===== config.mk =====
export PLATFORM = sky130hd
export DESIGN_NAME = lossy_cutout_supervisor
export DESIGN_NICKNAME = d
export VERILOG_FILES = /design/src/rtl/cutout_pkg.sv /design/src/rtl/halfwave_prescaler.sv /design/src/rtl/score_counter.sv /design/src/rtl/trip_latch.sv /design/src/rtl/lossy_cutout_supervisor.sv
export SDC_FILE = /design/constraint.sdc
export NUM_CORES = 1
export LEC_CHECK = 0
export BUFFER_PORTS_ARGS = -buffer_cell sky130_fd_sc_hd__buf_2
export CELL_PAD_IN_SITES_DETAIL_PLACEMENT = 1
export CELL_PAD_IN_SITES_GLOBAL_PLACEMENT = 2
export CORE_AREA = 2 2 51 53
export CTS_CLUSTER_DIAMETER = 30
export DETAILED_ROUTE_END_ITERATION = 10
export DIE_AREA = 0 0 53 55
export GPL_ROUTABILITY_DRIVEN = 0
export PLACE_DENSITY = 0.7
export SLEW_MARGIN = 30
export SYNTH_ARGS = -nofsm -noshare
export SYNTH_HDL_FRONTEND = slang
export SYNTH_SLANG_ARGS = --single-unit
export TNS_END_PERCENT = 30

===== constraint.sdc =====
create_clock -name clk -period 2.8 [get_ports clk]
set_input_delay 0.14 -clock clk [delete_from_list [all_inputs] [get_ports clk]]
set_output_delay 0.14 -clock clk [all_outputs]
set_load 0.005 [all_outputs]

===== src/rtl/cutout_pkg.sv =====
`timescale 1ns/1ps
package cutout_pkg;
  localparam int SCORE_W    = 4;
  localparam int TRIP_LEVEL = 15;
  localparam int LEAK_EVERY = 15;
  localparam int N_SOURCES  = 2;

  function automatic int unsigned width_for(input int unsigned n);
    return (n > 1) ? $clog2(n) : 1;
  endfunction
endpackage


===== src/rtl/halfwave_prescaler.sv =====
`timescale 1ns/1ps
module halfwave_prescaler #(
  parameter int PERIOD = 15
) (
  input  logic clk,
  input  logic rst_n,
  input  logic restart,
  input  logic tick,
  output logic leak
);
  localparam int PW = cutout_pkg::width_for(PERIOD);
  localparam logic [PW-1:0] LAST = PW'(PERIOD - 1);

  logic [PW-1:0] phase_q;

  assign leak = tick && !restart && (phase_q == LAST);

  always_ff @(posedge clk or negedge rst_n) begin
    if (!rst_n)        phase_q <= '0;
    else if (restart)  phase_q <= '0;
    else if (tick)     phase_q <= (phase_q == LAST) ? '0 : phase_q + 1'b1;
  end

  assert_leak_needs_tick_R3: assert property (@(posedge clk) disable iff (!rst_n)
    leak |-> tick);
  assert_restart_zero_R8: assert property (@(posedge clk) disable iff (!rst_n)
    restart |=> (phase_q == '0));
  assert_phase_range_R3: assert property (@(posedge clk) disable iff (!rst_n)
    phase_q <= LAST);
endmodule


===== src/rtl/score_counter.sv =====
`timescale 1ns/1ps
module score_counter #(
  parameter int W     = 4,
  parameter int N_EVT = 2
) (
  input  logic             clk,
  input  logic             rst_n,
  input  logic             clear,
  input  logic [N_EVT-1:0] evt,
  input  logic             leak,
  output logic [W-1:0]     score
);
  localparam int SW = W + cutout_pkg::width_for(N_EVT + 1) + 1;
  localparam logic [SW-1:0] MAXV = SW'((1 << W) - 1);

  logic [SW-1:0] ups;
  logic [SW-1:0] sum;
  logic          dn;
  logic [W-1:0]  score_q;

  always_comb begin
    ups = '0;
    for (int i = 0; i < N_EVT; i++) ups = ups + SW'(evt[i]);
  end

  assign dn  = leak && (score_q != '0);
  assign sum = SW'(score_q) + ups - SW'(dn);

  always_ff @(posedge clk or negedge rst_n) begin
    if (!rst_n)     score_q <= '0;
    else if (clear) score_q <= '0;
    else            score_q <= (sum > MAXV) ? MAXV[W-1:0] : sum[W-1:0];
  end

  assign score = score_q;

  assert_clear_zero_R8: assert property (@(posedge clk) disable iff (!rst_n)
    clear |=> (score == '0));
  assert_no_overflow_R5: assert property (@(posedge clk) disable iff (!rst_n)
    (!clear && score == MAXV[W-1:0] && !leak) |=> (score == MAXV[W-1:0]));
  assert_no_underflow_R5: assert property (@(posedge clk) disable iff (!rst_n)
    (!clear && score == '0 && evt == '0) |=> (score == '0));
  assert_step_bound_R2: assert property (@(posedge clk) disable iff (!rst_n)
    (!clear && leak && $countones(evt) == 1 && score != '0 && score != MAXV[W-1:0])
      |=> $stable(score));
endmodule


===== src/rtl/trip_latch.sv =====
`timescale 1ns/1ps
module trip_latch #(
  parameter int W    = 4,
  parameter int TRIP = 15
) (
  input  logic         clk,
  input  logic         rst_n,
  input  logic         off,
  input  logic [W-1:0] score,
  output logic         trip
);
  localparam logic [W-1:0] LVL = W'(TRIP);

  logic hit;
  logic held_q;

  assign hit = (score >= LVL);

  always_ff @(posedge clk or negedge rst_n) begin
    if (!rst_n)   held_q <= 1'b0;
    else if (off) held_q <= 1'b0;
    else          held_q <= held_q | hit;
  end

  assign trip = held_q | hit;

  assert_trip_holds_R7: assert property (@(posedge clk) disable iff (!rst_n)
    (trip && !off) |=> trip);
  assert_off_drops_R9: assert property (@(posedge clk) disable iff (!rst_n)
    off |=> !held_q);
endmodule


===== src/rtl/lossy_cutout_supervisor.sv =====
`timescale 1ns/1ps
module lossy_cutout_supervisor #(
  parameter int SCORE_W    = cutout_pkg::SCORE_W,
  parameter int TRIP_LEVEL = cutout_pkg::TRIP_LEVEL,
  parameter int LEAK_EVERY = cutout_pkg::LEAK_EVERY
) (
  input  logic               clk,
  input  logic               rst_n,
  input  logic               sat_evt,
  input  logic               retrig_evt,
  input  logic               halfwave_tick,
  input  logic               dimmer_off,
  input  logic               outage_det,
  output logic               cutout_req,
  output logic [SCORE_W-1:0] evt_score
);
  localparam int NSRC = cutout_pkg::N_SOURCES;

  logic            wipe;
  logic            leak_step;
  logic [NSRC-1:0] events;

  assign wipe   = dimmer_off | outage_det;
  assign events = {retrig_evt, sat_evt};

  halfwave_prescaler #(.PERIOD(LEAK_EVERY)) u_pre (
    .clk(clk), .rst_n(rst_n), .restart(wipe), .tick(halfwave_tick), .leak(leak_step)
  );

  score_counter #(.W(SCORE_W), .N_EVT(NSRC)) u_cnt (
    .clk(clk), .rst_n(rst_n), .clear(wipe), .evt(events), .leak(leak_step), .score(evt_score)
  );

  trip_latch #(.W(SCORE_W), .TRIP(TRIP_LEVEL)) u_trip (
    .clk(clk), .rst_n(rst_n), .off(dimmer_off), .score(evt_score), .trip(cutout_req)
  );

  assert_trip_at_level_R6: assert property (@(posedge clk) disable iff (!rst_n)
    (evt_score == SCORE_W'(TRIP_LEVEL)) |-> cutout_req);
  assert_off_quiet_R9: assert property (@(posedge clk) disable iff (!rst_n)
    dimmer_off |=> (!cutout_req && evt_score == '0));
endmodule


==> results.py <==
metrics = {
    "drt": {
        "wire_per_inst_um": 12.02,
        "vias_per_cell": 4.628,
        "dr_total_vias": 560,
        "drt_iter0_drc": 3,
        "antenna_left": 0,
        "routed_wl_um": 1454,
        "dr.pass1.iters": 3,
        "drc": 0,
    },
    "min_path": {
        "hold_path_class": "input pin to flop",
        "hp-start": "dimmer_off",
        "whs_endpoint": "u_trip.held_q",
        "whs_path_depth": 2,
    },
    "critical_path": {
        "worstPathRequired_ns": 2.98,
        "r2r_end": "u_cnt.score[1]",
        "r2r_start": "u_pre.phase_q[0]",
        "worstPathArrival_ns": 2.79,
        "start_kind": "flop",
        "r2r_slack_ns": 0.19,
        "cp-end-kind": "flop",
        "worstPathMaxFanout": 4,
        "reg2reg_depth": 13,
        "path_class": "flop to flop",
    },
    "final_layout": {
        "drive_gt1_share_pct": 30.77,
        "syn2layout_area_growth_pct": 29.33,
        "antenna_cells": 0,
        "fin_area_sq_um": 849.6,
        "finalNetCount": 111,
        "fillers": 289,
        "multiInputGateArea_sq_um": 397.9,
        "register_area_sq_um": 225.2,
    },
    "logic_synthesis": {
        "synth-edff-count": 0,
        "seq_area_frac_synth_pct": 34.29,
        "ys_types": 25,
        "yosysTopAreaCell": "dfrtp_1",
        "synthTopCellsByCount": "inv_1 (14), ha_1 (11), dfrtp_1 (9)",
        "synthDominantCellAreaShare_pct": 34.29,
        "synthFlopType": "dfrtp_1",
        "ys_warn_count": 0,
        "synth_cells": 70,
        "synth_most_common_cell": "inv_1",
        "synth_area_sq_um": 656.9,
        "synthArstFlopShare_pct": 100.0,
        "ys_top_cells_by_area": "dfrtp_1 (34%), ha_1 (21%), inv_1 (8.0%)",
        "ys_ff_latch": 9,
        "avgSynthCellArea_sq_um": 9.384,
        "synth_fp_nets": 89,
    },
    "place": {
        "port_buffers": 11,
        "dp_hpwl_um": 1179,
        "place_ws_ns": 0.08453,
        "dpl-instance-area_sq_um": 789.5,
    },
    "sta": {
        "finalSetupViolCount": 0,
        "timing.final.max_slew_violations": 0,
        "fmax_ghz": 0.3828,
        "tns_ns": 0,
        "finalHoldViolCount": 0,
        "tightest_slew_ns": 0.2447,
        "fin_ws_ns": 0.1880,
        "period_needed_ns": 2.612,
        "max_slew_margin_pct": 83.69,
        "fin_skew_ns": 0.003267,
        "rsz0062_at_grt": "no",
        "period_share_pct": 93.29,
    },
    "floorplanning": {
        "coreArea_sq_um": 2365,
        "start_util_pct": 27.78,
        "die_h_um": 55,
        "std_cell_rows": 18,
        "io_pins": 12,
        "die-area_sq_um": 2915,
        "die_w_um": 53,
    },
    "grt": {
        "grt_usage_pct": 12.17,
        "antenna_found_initial": 0,
        "grt_max_degree": 10,
        "grt.met2_usage_pct": 20.63,
        "use_met1_pct": 14.14,
        "grt_overflow_total": 0,
        "grt_pass1_vias": 550,
        "top_usage_layer": "met2",
        "met3_usage_pct": 4.839,
        "grt_pass1_wl_um": 2449,
    },
    "cts": {
        "cts_root_buf": "clkbuf_4",
        "cts.sinks": 9,
        "post_cts_buffers": 0,
        "cts_tree": "done",
        "path_clk_slew_ns": 0.06,
        "htree_levels": 1,
        "clk_path_buf_depth": 2,
        "cts_made_buffers": 3,
        "insertion_delay_ns": 0.26,
    },
    "power_and_ir_drop": {
        "leakagePower_uw": 0.0004208,
        "pwr_density_cell_nw_per_um2": 524.8,
        "ir_drop_v": 0.0002206,
    },
    "job": {
        "maxCapViolations": 0,
    },
    "status": {
        "status": "completed",
    },
}
## per-stage QoR
stage	total power [uW]	cells	hold slack [ns]	utilization, %
after floorplan	270.1	70	-0.1556	-
after global placement	332.1	116	0.006067	33.39
after detailed placement	339.7	116	0.007651	33.39
after CTS	444.1	121	0.03010	34.92
after global routing	489.2	121	0.03464	35.93
final	445.9	121	0.03397	35.93
## sequential cells by signal, indices dropped and copies added (netlist names)
register and count:
u_cnt.score 4, u_pre.phase_q 4, u_trip.held_q 1
## final cells by class
type                    count  share of cell area [%]
clock buffers               4                   3.093
inverters                  14                   6.186
multi-input cells          46                   46.83
flip-flops and latches      9                   26.51
well taps                  30                   4.418
repair buffers             18                   12.96
## how the worst max path moves through the flow
stage	cells past startpoint	slack, ns	from	end
floorplan	12	0.18	u_pre.phase_q[0]	u_cnt.score[0]
global placement	13	0.13	u_pre.phase_q[0]	u_cnt.score[1]
detailed placement	13	0.08	u_pre.phase_q[0]	u_cnt.score[1]
CTS	13	0.07	u_pre.phase_q[0]	u_cnt.score[1]
global route	13	0.01	u_pre.phase_q[0]	u_cnt.score[1]
finish	13	0.19	u_pre.phase_q[0]	u_cnt.score[1]
## placed cells by master (no fill, tap or decap), drive strengths merged, types with 2 or more instances in the layout
| master | n |
|---|---|
| a21oi | 8 |
| a31oi | 3 |
| buf | 17 |
| clkbuf | 4 |
| dfrtp | 9 |
| ha | 11 |
| inv | 14 |
| nand2 | 5 |
| nor2 | 2 |
| xnor2 | 2 |
## metal layers
layer,vias up,wire [um]
met2,11,720
met3,2,53
met4,0,19
met1,273,661
li1,274,-
met5,-,0
## worst max-delay path, stage by stage, from the launching register on
cell and delay [ns]:
dfrtp_1 0.37, inv_1 0.08, ha_1 0.19, nand3_2 0.12, a2111oi_4 0.33, ha_1 0.17, inv_1 0.04, ha_1 0.21
fa_2 0.36, a21oi_2 0.16, o21bai_2 0.07, xnor2_1 0.12, buf_4 0.15, a31oi_1 0.17
## report_power, final
| group | internal, uW | switching [uW] |
|---|---|---|
| clock network | 55.0 | 45.8 |
| registers | 141 | 10.5 |
| logic | 92.7 | 101 |
## cell families after synthesis
logic type / count (synthesis) / synth area share (%)
compound gates: 16 / 16.19
buf+inv: 15 / 8.761
simple gates: 14 / 10.86
fa+ha+maj: 12 / 24.00
flops: 9 / 34.29
xor+xnor: 2 / 2.667
mux: 2 / 3.238
## what timing repair did
| action | in CTS | in global routing |
|---|---|---|
| endpoints found under the hold margin | 9 | 0 |
| setup endpoints to repair | 0 | 4 |
| hold buffers | 1 | 0 |
| resized for setup | 0 | 4 |
Power figures use the tool's default switching activity.
